## src/rtl/ptmr_pkg.sv

```systemverilog
package ptmr_pkg;
  localparam int ADDR_W = 4;

  localparam logic [ADDR_W-1:0] A_CFG   = 4'd0;
  localparam logic [ADDR_W-1:0] A_MODE  = 4'd1;
  localparam logic [ADDR_W-1:0] A_CTRL  = 4'd2;
  localparam logic [ADDR_W-1:0] A_LOAD  = 4'd3;
  localparam logic [ADDR_W-1:0] A_PRESC = 4'd4;
  localparam logic [ADDR_W-1:0] A_MASK  = 4'd5;
  localparam logic [ADDR_W-1:0] A_RAW   = 4'd6;
  localparam logic [ADDR_W-1:0] A_CLR   = 4'd7;
  localparam logic [ADDR_W-1:0] A_COUNT = 4'd8;
  localparam logic [ADDR_W-1:0] A_MSTAT = 4'd9;

  localparam int CFG_W  = 3;
  localparam int MODE_W = 2;
  localparam logic [CFG_W-1:0]  CFG_SPLIT16   = 3'd4;
  localparam logic [MODE_W-1:0] MODE_ONESHOT  = 2'd1;
  localparam logic [MODE_W-1:0] MODE_PERIODIC = 2'd2;
endpackage

```

## src/rtl/ptmr_prescale.sv

```systemverilog
module ptmr_prescale #(
  parameter int PRE_W = 8
) (
  input  logic             clk,
  input  logic             rst,
  input  logic             start,
  input  logic             run,
  input  logic [PRE_W-1:0] presc,
  output logic             tick
);
  logic [PRE_W-1:0] pcnt_q, pcnt_d;

  always_comb begin
    pcnt_d = pcnt_q;
    tick   = 1'b0;
    if (start) begin
      pcnt_d = presc;
    end else if (run) begin
      if (pcnt_q == '0) begin
        pcnt_d = presc;
        tick   = 1'b1;
      end else begin
        pcnt_d = pcnt_q - 1'b1;
      end
    end
  end

  always_ff @(posedge clk) begin
    if (rst) pcnt_q <= '0;
    else     pcnt_q <= pcnt_d;
  end

  AST_TICK_SPACING: assert property (@(posedge clk) disable iff (rst)
    (tick && presc != '0 && $stable(presc)) |=> !tick);

endmodule

```

## src/rtl/ptmr_core.sv

```systemverilog
module ptmr_core #(
  parameter int CNT_W = 16
) (
  input  logic             clk,
  input  logic             rst,
  input  logic             start,
  input  logic             tick,
  input  logic             periodic,
  input  logic [CNT_W-1:0] load_val,
  output logic [CNT_W-1:0] count,
  output logic             tmo
);
  localparam logic [CNT_W-1:0] ONE = CNT_W'(1);

  logic [CNT_W-1:0] cnt_q, cnt_d;

  always_comb begin
    cnt_d = cnt_q;
    tmo   = 1'b0;
    if (start) begin
      cnt_d = load_val;
    end else if (tick) begin
      if (cnt_q == ONE) begin
        cnt_d = '0;
        tmo   = 1'b1;
      end else if (cnt_q == '0) begin
        tmo = (load_val == '0);
        if (periodic) cnt_d = load_val;
      end else begin
        cnt_d = cnt_q - ONE;
      end
    end
  end

  always_ff @(posedge clk) begin
    if (rst) cnt_q <= '0;
    else     cnt_q <= cnt_d;
  end

  assign count = cnt_q;

  AST_COUNT_HOLD: assert property (@(posedge clk) disable iff (rst)
    (!start && !tick) |=> $stable(cnt_q));
  AST_ZERO_AFTER_TMO: assert property (@(posedge clk) disable iff (rst)
    tmo |=> (cnt_q == '0));

endmodule

```

## src/rtl/ptmr_regs.sv

```systemverilog
module ptmr_regs
  import ptmr_pkg::*;
#(
  parameter int CNT_W = 16,
  parameter int PRE_W = 8
) (
  input  logic              clk,
  input  logic              rst,
  input  logic              wr,
  input  logic [ADDR_W-1:0] addr,
  input  logic [CNT_W-1:0]  wdata,
  input  logic              tmo,
  input  logic [CNT_W-1:0]  count,
  output logic [CNT_W-1:0]  rdata,
  output logic              irq,
  output logic              start,
  output logic              run,
  output logic              periodic,
  output logic [CNT_W-1:0]  load_val,
  output logic [PRE_W-1:0]  presc_val
);
  logic [CFG_W-1:0]  cfg_q;
  logic [MODE_W-1:0] mode_q;
  logic              en_q, en_d;
  logic [CNT_W-1:0]  load_q;
  logic [PRE_W-1:0]  presc_q;
  logic              mask_q, mask_d;
  logic              flag_q, flag_d;
  logic              irq_q;
  logic [CNT_W-1:0]  rdata_q, rdata_d;
  logic              frozen_wr, clr_hit, hw_stop, mode_ok, cfg_ok;

  always_comb begin
    frozen_wr = wr && !en_q;
    clr_hit   = wr && (addr == A_CLR) && wdata[0];
    hw_stop   = tmo && (mode_q == MODE_ONESHOT);
    mode_ok   = (mode_q == MODE_ONESHOT) || (mode_q == MODE_PERIODIC);
    cfg_ok    = (cfg_q == CFG_SPLIT16);
    start     = wr && (addr == A_CTRL) && wdata[0] && !en_q;
    en_d      = en_q;
    if (wr && addr == A_CTRL) en_d = wdata[0];
    if (hw_stop)              en_d = 1'b0;
    flag_d = tmo | (flag_q & ~clr_hit);
    mask_d = (wr && addr == A_MASK) ? wdata[0] : mask_q;
  end

  always_comb begin
    rdata_d = '0;
    case (addr)
      A_CFG:   rdata_d = CNT_W'(cfg_q);
      A_MODE:  rdata_d = CNT_W'(mode_q);
      A_CTRL:  rdata_d = CNT_W'(en_q);
      A_LOAD:  rdata_d = load_q;
      A_PRESC: rdata_d = CNT_W'(presc_q);
      A_MASK:  rdata_d = CNT_W'(mask_q);
      A_RAW:   rdata_d = CNT_W'(flag_q);
      A_COUNT: rdata_d = count;
      A_MSTAT: rdata_d = CNT_W'(flag_q & mask_q);
      default: rdata_d = '0;
    endcase
  end

  always_ff @(posedge clk) begin
    if (rst) begin
      cfg_q   <= '0;
      mode_q  <= '0;
      en_q    <= 1'b0;
      load_q  <= '0;
      presc_q <= '0;
      mask_q  <= 1'b0;
      flag_q  <= 1'b0;
      irq_q   <= 1'b0;
      rdata_q <= '0;
    end else begin
      if (frozen_wr && addr == A_CFG)   cfg_q   <= wdata[CFG_W-1:0];
      if (frozen_wr && addr == A_MODE)  mode_q  <= wdata[MODE_W-1:0];
      if (frozen_wr && addr == A_LOAD)  load_q  <= wdata;
      if (frozen_wr && addr == A_PRESC) presc_q <= wdata[PRE_W-1:0];
      en_q    <= en_d;
      mask_q  <= mask_d;
      flag_q  <= flag_d;
      irq_q   <= flag_d & mask_d;
      rdata_q <= rdata_d;
    end
  end

  assign run       = en_q && cfg_ok && mode_ok;
  assign periodic  = (mode_q == MODE_PERIODIC);
  assign load_val  = load_q;
  assign presc_val = presc_q;
  assign rdata     = rdata_q;
  assign irq       = irq_q;

  AST_CFG_FROZEN: assert property (@(posedge clk) disable iff (rst)
    (en_q && wr && addr == A_LOAD) |=> $stable(load_q));
  AST_ONESHOT_STOPS: assert property (@(posedge clk) disable iff (rst)
    (tmo && mode_q == MODE_ONESHOT) |=> !en_q);
  AST_PERIODIC_KEEPS: assert property (@(posedge clk) disable iff (rst)
    (tmo && mode_q == MODE_PERIODIC && !(wr && addr == A_CTRL)) |=> en_q);
  AST_FLAG_STICKY: assert property (@(posedge clk) disable iff (rst)
    (flag_q && !clr_hit) |=> flag_q);
  AST_IRQ_MASKED: assert property (@(posedge clk) disable iff (rst)
    irq_q |-> (flag_q && mask_q));

endmodule

```

## src/rtl/ptmr_top.sv

```systemverilog
module ptmr_top
  import ptmr_pkg::*;
#(
  parameter int CNT_W = 16,
  parameter int PRE_W = 8
) (
  input  logic              clk,
  input  logic              rst,
  input  logic              reg_wr,
  input  logic [ADDR_W-1:0] reg_addr,
  input  logic [CNT_W-1:0]  reg_wdata,
  output logic [CNT_W-1:0]  reg_rdata,
  output logic              irq
);
  logic             start, run, periodic, tick, tmo;
  logic [CNT_W-1:0] load_val, count;
  logic [PRE_W-1:0] presc_val;

  initial begin
    if (PRE_W > CNT_W || CNT_W < CFG_W)
      $error("ptmr_top: PRE_W must not exceed CNT_W and CNT_W must hold the config code");
  end

  ptmr_regs #(.CNT_W(CNT_W), .PRE_W(PRE_W)) u_regs (
    .clk(clk), .rst(rst), .wr(reg_wr), .addr(reg_addr), .wdata(reg_wdata),
    .tmo(tmo), .count(count), .rdata(reg_rdata), .irq(irq), .start(start),
    .run(run), .periodic(periodic), .load_val(load_val), .presc_val(presc_val)
  );

  ptmr_prescale #(.PRE_W(PRE_W)) u_pre (
    .clk(clk), .rst(rst), .start(start), .run(run), .presc(presc_val), .tick(tick)
  );

  ptmr_core #(.CNT_W(CNT_W)) u_core (
    .clk(clk), .rst(rst), .start(start), .tick(tick), .periodic(periodic),
    .load_val(load_val), .count(count), .tmo(tmo)
  );

endmodule

```

## config.mk

```make
export PLATFORM = sky130hd
export DESIGN_NAME = ptmr_top
export DESIGN_NICKNAME = d
export VERILOG_FILES = /design/src/rtl/ptmr_pkg.sv /design/src/rtl/ptmr_prescale.sv /design/src/rtl/ptmr_core.sv /design/src/rtl/ptmr_regs.sv /design/src/rtl/ptmr_top.sv
export SDC_FILE = /design/constraint.sdc
export NUM_CORES = 1
export LEC_CHECK = 0
export ABC_CLOCK_PERIOD_IN_PS = 2900
export CAP_MARGIN = 10
export CORE_MARGIN = 2
export CORE_UTILIZATION = 50
export DETAILED_ROUTE_END_ITERATION = 8
export DONT_BUFFER_PORTS = 1
export PLACE_DENSITY = 0.75
export SYNTH_ARGS = -nofsm -noshare
export SYNTH_HDL_FRONTEND = slang
export SYNTH_SLANG_ARGS = --single-unit
```

## constraint.sdc

```tcl
create_clock -name clk -period 2.9 [get_ports clk]
set_clock_uncertainty 0.1 [all_clocks]
set_input_delay 0.435 -clock clk [delete_from_list [all_inputs] [get_ports clk]]
set_output_delay 0.435 -clock clk [all_outputs]
set_load 0.02 [all_outputs]
```

==> qor.txt, run 1 <==
Area growth from synthesis to layout - 8.624%
RSZ-0062 raised after global routing - false
Global routing's busiest layer - met2
Ys Warns - 0
Sequential cell area fraction in the yosys report - 0.3845
Placed Instance Area - 3905 um^2
Grt total ovfl - 0
Number of clock buffers inserted by TritonCTS - 9
Worst hold path cell count - 1
Total nets after synthesis - 494
Vertical extent of the die - 91.19 um
First-iteration detailed-routing DRC count - 458
Number of ports placed on the die boundary - 40
Port bufs - 0
Library cell with the largest summed area after synthesis - sky130_fd_sc_hd__dfxtp_1
Filler cell count - 701
Crit path required time - 3.10 ns
Effective utilization at floorplan - 0.5213
Setup WS pre-CTS - 0.2664 ns
Mapped Cells - 464
Remaining number of nets flagged by the antenna check after routing - 0
Number of vias in the routed layout - 3654
Type of origin of the critical path - register
Placed wire-length estimate - 7524 um
Resized cells post-CTS - 0
CTS hold repair buffers - 0
Slowest Stage Delay on Critical Path - 0.72 ns
Class of the tightest hold or removal check - in -> reg
Data arrival at the endpoint of the critical path - 2.89 ns
Floorplan core area - 7292 um^2
Number of max-capacitance violations reported - 0
Routed via count divided by cell count - 6.513
Area of the mapped netlist - 3801 um^2
Drc violations - 0
Worst-Skew Late Latency - 0.37 ns
Area occupied by registers - 1461 um^2
Horizontal extent of the die - 91.19 um
Total number of H-tree levels - 3
Clock transition at the register clock pins on the worst setup and hold paths after CTS - 0.09 ns
Final Max Slew Viols - 0
Clock tree buffer depth - 2
CTS tree - done
Critical path peak fanout - 8
Average size of a mapped cell - 8.192 um^2
Average wire per standard cell - 18.60 um
Cell chain of the critical path - or4_1 -> or4b_1 -> a311oi_1 -> o21ai_1 -> o21ai_1
Largest net degree at the start of global routing - 52
Aggregate routed wire length - 10440 um
Antenna violations before repair - 0
First-pass GRT wire length - 16990 um
Max frequency - 371.2 MHz
Worst setup path category - reg -> reg
Most frequent CP cell - sky130_fd_sc_hd__o21ai_1
Number of setup violations in the final report - 0
Number of enable-type register cells in the synthesized netlist - 0
Final critical-path setup slack - 0.2062 ns
Worst IR drop on VDD - 0.3288 mV
Sort of element at the end of the critical path - register
Final setup TNS - 0 ns
Diode count - 0
Yosys cell types - 61
Area share of the largest cell type after synthesis - 0.3845
Prevailing post-synth register cell - sky130_fd_sc_hd__dfxtp_1
Area of the multi-input gates - 2140 um^2
Total die area - 8316 um^2
GR Util met3 - 0.05394
Hold_ws - 0.02609 ns
Routability Congestion - 0.9307
Minimum clock period after layout - 2.694 ns
Pin slew with the least headroom to its limit - 0.7674 ns
Power density cells - 504.5 nW/um^2
FF+latch count, synth - 73
Worst r2r path cells - 5
Layout Cell Area excl Fill - 4129 um^2
Placement Rows - 31
Total Nets Final - 487
Number of buffers inserted to repair setup after CTS - 0
Met1 Usage GRT - 0.3494
Clock net sink count - 73
Synth area leaders - sky130_fd_sc_hd__dfxtp_1, sky130_fd_sc_hd__nand2_1, sky130_fd_sc_hd__a21oi_1
Share of post-route cells with drive strength above 1 - 0.1104
Slew margin rel. - 0.4865
Clock root cell - sky130_fd_sc_hd__clkbuf_8
Overall global routing resource usage - 0.2566
Final hold viol count - 0
Leakage power summed over all cells - 1.432 nW
Highest-delay cell along the critical path - sky130_fd_sc_hd__or4b_1
Period utilisation layout - 0.9289
Via count of the first global-routing pass - 3380
Run status - finished clean
Met2 track demand over resource - 0.3833
Fraction of registers with async set/reset - 0
Number of optimization iterations in the first detailed-route pass - 5
-- layer usage --
metal,vias to the layer above,routed length (um)
met1,1713,4418
li1,1698,-
met3,30,892
met5,-,0
met4,0,314
met2,213,4811
-- through the flow --
step / utilization / power (mW) / cells
finish: 0.5662 / 2.083 / 561
detailed placement: 0.5355 / 1.184 / 545
CTS: 0.5662 / 2.085 / 561
global route: 0.5662 / 2.146 / 561
floorplan: - / 1.167 / 464
global placement: 0.5355 / 1.181 / 545
-- worst paths after layout --
path,from,to,slack [ns]
worst min register to register,u_pre.pcnt_q[0],u_pre.pcnt_q[0],0.38
worst min-delay path,rst,u_core.count[9],0.03
worst max-delay path,u_pre.pcnt_q[3],u_core.count[6],0.21
worst max register to register,u_pre.pcnt_q[3],u_core.count[6],0.21
-- Yosys cell counts (3+ instances only) --
master                     instances
sky130_fd_sc_hd__a211oi_1          3
sky130_fd_sc_hd__a21boi_0          3
sky130_fd_sc_hd__a21oi_1          35
sky130_fd_sc_hd__a222oi_1          8
sky130_fd_sc_hd__a22oi_1          20
sky130_fd_sc_hd__a32oi_1           3
sky130_fd_sc_hd__buf_6             3
sky130_fd_sc_hd__clkbuf_1         27
sky130_fd_sc_hd__dfxtp_1          73
sky130_fd_sc_hd__ha_1              7
sky130_fd_sc_hd__inv_1            16
sky130_fd_sc_hd__mux2i_1          17
sky130_fd_sc_hd__nand2_1          59
sky130_fd_sc_hd__nand2b_1          3
sky130_fd_sc_hd__nand3_1          19
sky130_fd_sc_hd__nand4_1           4
sky130_fd_sc_hd__nor2_1           43
sky130_fd_sc_hd__nor2b_1           5
sky130_fd_sc_hd__nor3_1           18
sky130_fd_sc_hd__nor4_1           14
sky130_fd_sc_hd__nor4b_1           3
sky130_fd_sc_hd__o211ai_1          8
sky130_fd_sc_hd__o21ai_0          11
sky130_fd_sc_hd__o21ai_1           7
sky130_fd_sc_hd__o22ai_1           7
sky130_fd_sc_hd__or4_1             3
-- worst max-delay path: cells and delay by family, from the launching register on --
| kind | cells | cell delay [ns] |
|---|---|---|
| and+or+nand+nor | 2 | 1.36 |
| AOI/OAI and AO/OA | 3 | 0.82 |
| DFF | 1 | 0.34 |
-- cells by family (layout without fill, tap and decap cells) --
logic type,Yosys count,count (layout),share of synthesized area
AOI/OAI and AO/OA,128,128,0.2354
adders and majority gates,7,7,0.02304
buffers and inverters,50,48,0.05596
DFF,73,73,0.3845
muxes,19,19,0.05069
and+or+nand+nor,187,187,0.2505
-- registers in the layout, indices dropped and copies added (netlist names) --
signal	count
u_regs.flag_q	1
u_core.count	16
u_regs.irq	1
u_regs.cfg_q	3
u_pre.pcnt_q	8
u_regs.en_q	1
u_regs.rdata	16
u_regs.presc_val	8
u_regs.mask_q	1
u_regs.load_val	16
u_regs.mode_q	2
-- placed cells by master (no fill, tap or decap), drive strengths merged, types with 16 or more instances in the layout --
cell   Yosys  routed
nor2      43      43
inv       16      18
o21ai     19      19
dfxtp     73      73
mux2i     17      17
nor4      17      17
a22oi     20      20
a21oi     36      36
nor3      18      18
nand2     59      59
nand3     19      19
buf        7      16
-- layout make-up --
class,instances,share of cell area
multi-input cells,341,0.5182
clock buffers,9,0.03000
clock inverters,7,0.02424
inverters,16,0.01455
well taps,99,0.03000
repair buffers,16,0.02909
flip-flops and latches,73,0.3539
-- report_power, final --
part	switching [mW]	internal, mW	leakage (nW)
Clock	0.427	0.492	0.114
Sequential	0.0108	1.01	0.588
Combinational	0.0852	0.0591	0.729
Total	0.523	1.56	1.43
Power figures use the tool's default switching activity.
==> run 2: changes to the inputs <==
--- a/config.mk
+++ b/config.mk
@@ -14,4 +14,5 @@
 export PLACE_DENSITY = 0.75
 export SYNTH_ARGS = -nofsm -noshare
 export SYNTH_HDL_FRONTEND = slang
+export SYNTH_HIERARCHICAL = 1
 export SYNTH_SLANG_ARGS = --single-unit
==> run 2 against run 1 <==
Effect of this change:
- clock-buffer cell count increased by 2
- critical path depth increased by 5
- sequential power about the same
- cell count rose by 2.0%
- wire length grew 6.2%
- sequential share of layout area is 1.6 points lower
- flip-flop and latch count stayed put
- die area up 8.6%
- fmax is 1.2% lower
- area after synthesis up 9.0%
- global-route usage decreased by 0.22 points
- first-iteration DRC count shrank 37%
- largest cell class unchanged
==> qor.txt, run 2 <==
Run status - finished clean
Routed via count divided by cell count - 6.790 (+4.3%)
Clock network power share - 0.445 (+0.004)
Total nets after synthesis - 509 (+3.0%)
Grt total ovfl - 0 (unchanged)
Most common library cell in the layout ignoring fill and taps - sky130_fd_sc_hd__dfxtp_1
Number of buffers inserted to repair setup after CTS - 0 (unchanged)
Number of max-capacitance violations reported - 0 (unchanged)
Compound-Gate Fraction of Synth Area - 0.2537 (+0.01835)
Largest net degree at the start of global routing - 56 (+7.7%)
Horizontal extent of the die - 95.03 um (+4.2%)
Final hold viol count - 0 (unchanged)
Xor/xnor cell area share of the yosys netlist - 0.004228 (+0.004228)
Remaining number of nets flagged by the antenna check after routing - 0 (unchanged)
Leakage power summed over all cells - 1.444 nW (+0.88%)
Combinational Power Share - 0.042 (-0.027)
Clock tree buffer depth - 2 (unchanged)
Number of enable-type register cells in the synthesized netlist - 0 (unchanged)
Clock root cell - sky130_fd_sc_hd__clkbuf_8
Mux share of post-synthesis cell area - 0.03836 (-0.01233)
Sequential cell area fraction in the yosys report - 0.3528 (-0.03170)
Reg-to-reg critical path endpoint - u_core/count[5]
WP depth - 10 (+5)
Routability Congestion - 0.9583 (+3.0%)
Buffers and inverters on the worst path - 1 (+1)
Data arrival at the endpoint of the critical path - 2.84 ns (-0.05 ns)
Type of origin of the critical path - register
Number of clock buffers inserted by TritonCTS - 9 (unchanged)
Vertical extent of the die - 95.03 um (+4.2%)
Overall global routing resource usage - 0.2544 (-0.002186)
Minimum clock period after layout - 2.727 ns (+0.03285 ns)
Area share of and/or/nand/nor cells after synthesis - 0.2591 (+0.008642)
Arithmetic-cell share of the synthesized area counting full adders, half adders and majority gates - 0.02114 (-0.001900)
Layout Cell Area excl Fill - 4323 um^2 (+4.7%)
Library cell with the largest summed area after synthesis - sky130_fd_sc_hd__dfxtp_1
Via count of the first global-routing pass - 3506 (+3.7%)
Cell chain of the critical path - inv_1 -> ha_1 -> nor4b_2 -> nand2_1 -> nor3b_2 -> nor2_1 -> a41oi_2 -> nor2_2 -> o21ai_0 -> o21ai_0
R2R setup slack - 0.17 ns (-0.03 ns)
Area occupied by registers - 1461 um^2 (unchanged)
Sort of element at the end of the critical path - register
Mapped Cells - 479 (+3.2%)
Final Max Slew Viols - 0 (unchanged)
Placed Instance Area - 4098 um^2 (+4.9%)
Crit path required time - 3.02 ns (-0.08 ns)
Power density cells - 458.3 nW/um^2 (-9.2%)
Period utilisation layout - 0.9402 (+0.01133)
Reg power frac - 0.513 (+0.023)
Diode count - 0 (unchanged)
Worst r2r path cells - 10 (+5)
Area of the multi-input gates - 2394 um^2 (+12%)
Synth area leaders - sky130_fd_sc_hd__dfxtp_1, sky130_fd_sc_hd__a21oi_1, sky130_fd_sc_hd__o21ai_0
Yosys cell types - 77 (+26%)
Area growth from synthesis to layout - 4.349%
FF+latch count, synth - 73 (unchanged)
Critical path peak fanout - 8 (unchanged)
Share of post-route cells with drive strength above 1 - 0.1221 (+0.01167)
First-pass GRT wire length - 17740 um (+4.4%)
Most frequent CP cell - sky130_fd_sc_hd__o21ai_0
Worst hold path cell count - 1 (unchanged)
Port bufs - 0 (unchanged)
Max frequency - 366.7 MHz (-1.2%)
Fraction of registers with async set/reset - 0 (unchanged)
Start point of the worst min-delay path - rst
Effective utilization at floorplan - 0.5093 (-0.01197)
Total die area - 9030 um^2 (+8.6%)
RSZ-0062 raised after global routing - false
Internal power summed over all cells - 1.548 mW (-0.76%)
Average wire per standard cell - 19.37 um (+4.1%)
Ys Warns - 6 (+6)
Net switching power figure - 433.4 uW (-17%)
Number of vias in the routed layout - 3884 (+6.3%)
Placement Rows - 33 (+6.5%)
Number of optimization iterations in the first detailed-route pass - 5 (unchanged)
Filler cell count - 735 (+4.9%)
Worst-Skew Late Latency - 0.36 ns (about the same)
Number of ports placed on the die boundary - 40 (unchanged)
Largest family of logic cells by synthesized area - simple AND/OR/NAND/NOR gates
Area share of the largest cell type after synthesis - 0.3528 (-0.03170)
Worst reg2reg path startpoint - u_pre/pcnt_q[0]
Number of setup violations in the final report - 0 (unchanged)
Clock net sink count - 73 (unchanged)
Aggregate routed wire length - 11080 um (+6.2%)
Slowest Stage Delay on Critical Path - 0.39 ns (-0.33 ns)
Switching portion of total power - 0.2188 (-0.03247)
First-iteration detailed-routing DRC count - 290 (-37%)
Top post-synthesis cells by count - sky130_fd_sc_hd__dfxtp_1, sky130_fd_sc_hd__a21oi_1, sky130_fd_sc_hd__o21ai_0, sky130_fd_sc_hd__nand3_1, sky130_fd_sc_hd__nor2_1
Delay-heaviest family, CP - simple AND/OR/NAND/NOR gates
CTS tree - done
Hold_ws - 0.04315 ns (+0.01705 ns)
Highest-delay cell along the critical path - sky130_fd_sc_hd__nor3b_2
Prevailing post-synth register cell - sky130_fd_sc_hd__dfxtp_1
Drc violations - 0 (unchanged)
Total number of H-tree levels - 3 (unchanged)
Class of the tightest hold or removal check - in -> reg
Commonest non-fill, non-tap cells in the layout - sky130_fd_sc_hd__dfxtp_1, sky130_fd_sc_hd__a21oi_1, sky130_fd_sc_hd__o21ai_0
Worst IR drop on VDD - 0.3040 mV (-7.6%)
Floorplan core area - 8134 um^2 (+12%)
Final setup TNS - 0 ns (unchanged)
Final critical-path setup slack - 0.1733 ns (-0.03285 ns)
Worst setup path category - reg -> reg
Antenna violations before repair - 0 (unchanged)
Cell with the most instances after synthesis - sky130_fd_sc_hd__dfxtp_1
Area of the mapped netlist - 4143 um^2 (+9.0%)
Pin slew with the least headroom to its limit - 0.8127 ns (+0.04538 ns)
Setup WS pre-CTS - 0.04928 ns (-0.2171 ns)
Clock transition at the register clock pins on the worst setup and hold paths after CTS - 0.08 ns (about the same)
Average size of a mapped cell - 8.649 um^2 (+5.6%)
Slew margin rel. - 0.4559 (-0.03065)
Total Nets Final - 492 (+1.0%)
Placed wire-length estimate - 7630 um (+1.4%)
Hold EP - u_pre/pcnt_q[6]
run 2: worst max path at each step:
stage,from,to,slack (ns)
2_1_floorplan,reg_addr[0],u_core/count[1],0.28
3_3_place_gp,u_regs/mode_q[0],u_core/count[5],0.30
3_5_place_dp,u_pre/pcnt_q[0],u_core/count[5],0.05
4_1_cts,u_pre/pcnt_q[0],u_core/count[5],0.02
5_1_grt,u_pre/pcnt_q[0],u_core/count[5],0.05
6_report,u_pre/pcnt_q[0],u_core/count[5],0.17
run 2: through the flow:
| stage | std cells | total power, mW | utilization |
|---|---|---|---|
| 3_5_place_dp | 556 | 1.121 | 0.5038 |
| 4_1_cts | 572 | 1.993 | 0.5308 |
| 3_3_place_gp | 556 | 1.119 | 0.5038 |
| 5_1_grt | 572 | 2.044 | 0.5315 |
| 2_1_floorplan | 479 | 1.145 | - |
| 6_report | 572 | 1.981 | 0.5315 |
run 2: cell families after synthesis:
| logic type | Yosys count |
|---|---|
| adder cells (fa/ha/maj) | 7 |
| multiplexers | 14 |
| flip-flops | 73 |
| AO/OA/AOI/OAI | 164 |
| AND/OR/NAND/NOR | 166 |
| buffers and inverters | 53 |
| XOR/XNOR | 2 |
run 2: cell type report:
cell class / instances / share of cell area
clock inverter: 5 / 0.01823
inverter: 19 / 0.01650
timing repair buffer: 6 / 0.01042
clock buffer: 11 / 0.03271
tap: 105 / 0.03039
sequential: 73 / 0.3381
multi-input combinational: 353 / 0.5537
run 2: repair_timing:
action,4_1_cts,5_1_grt
resized for setup,0,1
endpoints found under the hold margin,0,0
hold buffers,0,0
setup endpoints to repair,0,16
run 2: metal layers:
layer  track usage  share of wire  vias up
li1              -              -     1786
met1        0.3539           0.45     1872
met2        0.3641           0.44      199
met3       0.06087          0.086       27
met4        0.1341          0.028        0
met5             0              0        -
run 2: power by group through the flow:
| stage | Combinational, mW | Sequential (mW) | Clock (mW) |
|---|---|---|---|
| 6_report | 0.0835 | 1.02 | 0.881 |
| 5_1_grt | 0.0904 | 1.02 | 0.937 |
| 4_1_cts | 0.0820 | 1.02 | 0.895 |
| 3_5_place_dp | 0.0817 | 1.04 | 0 |
| 3_3_place_gp | 0.0799 | 1.04 | 0 |
| 2_1_floorplan | 0.109 | 1.04 | 0 |
==> run 3: changes to the inputs <==
--- a/config.mk
+++ b/config.mk
@@ -7,6 +7,7 @@
 export LEC_CHECK = 0
 export ABC_CLOCK_PERIOD_IN_PS = 2900
 export CAP_MARGIN = 10
+export CORE_ASPECT_RATIO = 0.5
 export CORE_MARGIN = 2
 export CORE_UTILIZATION = 50
 export DETAILED_ROUTE_END_ITERATION = 8
==> run 3 against run 2 <==
Effect of this change:
- flip-flop and latch count did not move
- cell area rose by 3.0%
- worst hold slack improved by 0.027 ns
- non-clock buffer count rose by 4
- critical path depth rose by 1
- cell count rose by 1.9%
- clock power rose by 28%
- largest cell class unchanged
- largest power group is now clock
- highest routed layer unchanged
==> qor.txt, run 3 (synthesis results as in run 2) <==
Net switching power figure - 475.4 uW (+9.7%)
RSZ-0062 raised after global routing - false
Worst-Skew Late Latency - 0.34 ns (-0.02 ns)
Detail Route met2 WL - 4766 um (-2.4%)
Slew margin rel. - 0.4928 (+0.03696)
Worst IR drop on VDD - 0.2638 mV (-13%)
CTS tree - done
Internal power summed over all cells - 1.755 mW (+13%)
Critical path peak fanout - 8 (unchanged)
Class of the tightest hold or removal check - in -> reg
Period utilisation layout - 0.8748 (-0.06546)
Number of vias in the routed layout - 3816 (-1.8%)
Overall global routing resource usage - 0.2523 (-0.002116)
Grt total ovfl - 0 (unchanged)
Worst setup path endpoint - u_core/count[3]
Commonest non-fill, non-tap cells in the layout - sky130_fd_sc_hd__dfxtp_1, sky130_fd_sc_hd__a21oi_1, sky130_fd_sc_hd__o21ai_0
Placed cells - 567 (+2.0%)
Most common library cell in the layout ignoring fill and taps - sky130_fd_sc_hd__dfxtp_1
First-iteration detailed-routing DRC count - 481 (+66%)
Layout Cell Area excl Fill - 4451 um^2 (+3.0%)
Final critical-path setup slack - 0.3632 ns (+0.1898 ns)
Worst reg2reg path startpoint - u_pre/pcnt_q[0]
Leakage power summed over all cells - 1.498 nW (+3.7%)
CTS hold repair buffers - 0 (unchanged)
Number of standard cells in the final layout excluding fillers - 583 (+1.9%)
Number of max-capacitance violations reported - 0 (unchanged)
Number of clock buffers inserted by TritonCTS - 9 (unchanged)
Routed via count divided by cell count - 6.545 (-3.6%)
Clock root cell - sky130_fd_sc_hd__clkbuf_16
Run status - finished clean
Total number of H-tree levels - 3 (unchanged)
Floorplan core area - 8029 um^2 (-1.3%)
Horizontal extent of the die - 132.7 um (+40%)
Minimum clock period after layout - 2.537 ns (-0.1898 ns)
Switching portion of total power - 0.2131 (-0.005659)
Placed wire-length estimate - 7616 um (-0.19%)
Resized cells post-CTS - 0 (unchanged)
Power density cells - 501.3 nW/um^2 (+9.4%)
First-pass GRT wire length - 17680 um (-0.31%)
Sort of element at the end of the critical path - register
Pin slew with the least headroom to its limit - 0.7575 ns (-0.05521 ns)
Highest metal layer with signal wires - met4
Via count of the first global-routing pass - 3349 (-4.5%)
Clock tree buffer depth - 2 (unchanged)
Number of optimization iterations in the first detailed-route pass - 5 (unchanged)
Final Max Slew Viols - 0 (unchanged)
Reg power frac - 0.456 (-0.057)
Routability Congestion - 0.9298 (-3.0%)
Total die area - 9074 um^2 (+0.49%)
Number of ports placed on the die boundary - 40 (unchanged)
Clock net sink count - 73 (unchanged)
R2R setup slack - 0.36 ns (+0.19 ns)
Clock network power share - 0.506 (+0.061)
Antenna violations before repair - 0 (unchanged)
Total Nets Final - 496 (+0.81%)
Port bufs - 0 (unchanged)
Power consumption - 2.231 mW (+13%)
Reg-to-reg critical path endpoint - u_core/count[3]
Remaining number of nets flagged by the antenna check after routing - 0 (unchanged)
Number of buffers inserted to repair setup after CTS - 0 (unchanged)
Combinational Power Share - 0.038 (-0.004)
Vertical extent of the die - 68.37 um (-28%)
Data arrival at the endpoint of the critical path - 2.65 ns (-0.19 ns)
Type of origin of the critical path - register
Number of setup violations in the final report - 0 (unchanged)
Area growth from synthesis to layout - 7.430%
Diode count - 0 (unchanged)
Max frequency - 394.2 MHz (+7.5%)
Final setup TNS - 0 ns (unchanged)
Crit path required time - 3.01 ns (about the same)
Worst setup path category - reg -> reg
Placement Rows - 23 (-30%)
Worst r2r path cells - 11 (+1)
Effective utilization at floorplan - 0.5160 (+0.006667)
Placed Instance Area - 4136 um^2 (+0.95%)
Largest net degree at the start of global routing - 56 (unchanged)
Setup WS pre-CTS - 0.2961 ns (+0.2468 ns)
Clock transition at the register clock pins on the worst setup and hold paths after CTS - 0.05 ns (-0.03 ns)
Final hold viol count - 0 (unchanged)
Average wire per standard cell - 18.87 um (-2.6%)
Drc violations - 0 (unchanged)
Detailed route wirelength on metal3 - 957 um (+0.21%)
CP Launch Point - u_pre/pcnt_q[0]
Share of post-route cells with drive strength above 1 - 0.1295 (+0.007456)
Wire length on met1 - 5160 um (+4.6%)
Aggregate routed wire length - 11000 um (-0.71%)
==> run 3: changes by cell type in the layout (fill, tap and decap cells not counted), sizes merged <==
cell | before | now
clkinv | 3 | 2
buf | 6 | 10
bufinv | 2 | 1
clkinvlp | 0 | 1
clkbuf | 11 | 12
==> run 3: worst min-delay path by stage <==
stage / depth (start not counted) / endpoint / startpoint / slack [ns]
final: 1 / u_core/count[10] / rst / 0.07
after global routing: 1 / u_core/count[10] / rst / 0.06
after CTS: 1 / u_regs/load_val[12] / rst / 0.06
after detailed placement: 2 / u_regs/rdata[4] / u_regs/load_val[4] / 0.39
after global placement: 2 / u_regs/rdata[4] / u_regs/load_val[4] / 0.38
after floorplan: 2 / u_regs/rdata[4] / u_regs/load_val[4] / 0.35
==> run 3: stage by stage <==
stage          utilization  hold WS, ns
5_1_grt             0.5543      0.06349
4_1_cts             0.5535      0.06134
6_report            0.5543      0.06981
3_3_place_gp        0.5152       0.3819
2_1_floorplan            -       0.3542
3_5_place_dp        0.5152       0.3866
==> run 3: layer usage <==
layer  GRT usage  vias to the layer above
met1      0.3489                     1843
met5           0                        -
met3     0.08148                       13
met2      0.3782                      167
met4     0.07258                        0
li1            -                     1793
==> run 3: power by group through the flow <==
stage          clock network [mW]  logic, mW  registers [mW]
4_1_cts                      1.15     0.0820            1.02
3_5_place_dp                    0     0.0816            1.04
5_1_grt                      1.19     0.0916            1.02
3_3_place_gp                    0     0.0810            1.04
2_1_floorplan                   0      0.109            1.04
6_report                     1.13     0.0842            1.02
==> run 3: cell type report <==
type                       instances  area, um^2
multi-input combinational        353        2395
timing repair buffer              10       75.07
tap                              112       140.1
inverter                          19       71.32
fill                             724        3578
sequential                        73        1461
clock buffer                      12       256.5
clock inverter                     4       51.30
==> run 3: worst max-delay path: stages, from the launching register on <==
cell and delay [ns]:
sky130_fd_sc_hd__dfxtp_1 0.33, sky130_fd_sc_hd__inv_1 0.10, sky130_fd_sc_hd__ha_1 0.21, sky130_fd_sc_hd__nor4b_2 0.25
sky130_fd_sc_hd__nand2_1 0.15, sky130_fd_sc_hd__nor3b_1 0.23, sky130_fd_sc_hd__buf_4 0.18, sky130_fd_sc_hd__nor2_1 0.06
sky130_fd_sc_hd__a41oi_2 0.35, sky130_fd_sc_hd__nor2_2 0.16, sky130_fd_sc_hd__o21ai_0 0.19, sky130_fd_sc_hd__o21ai_0 0.10
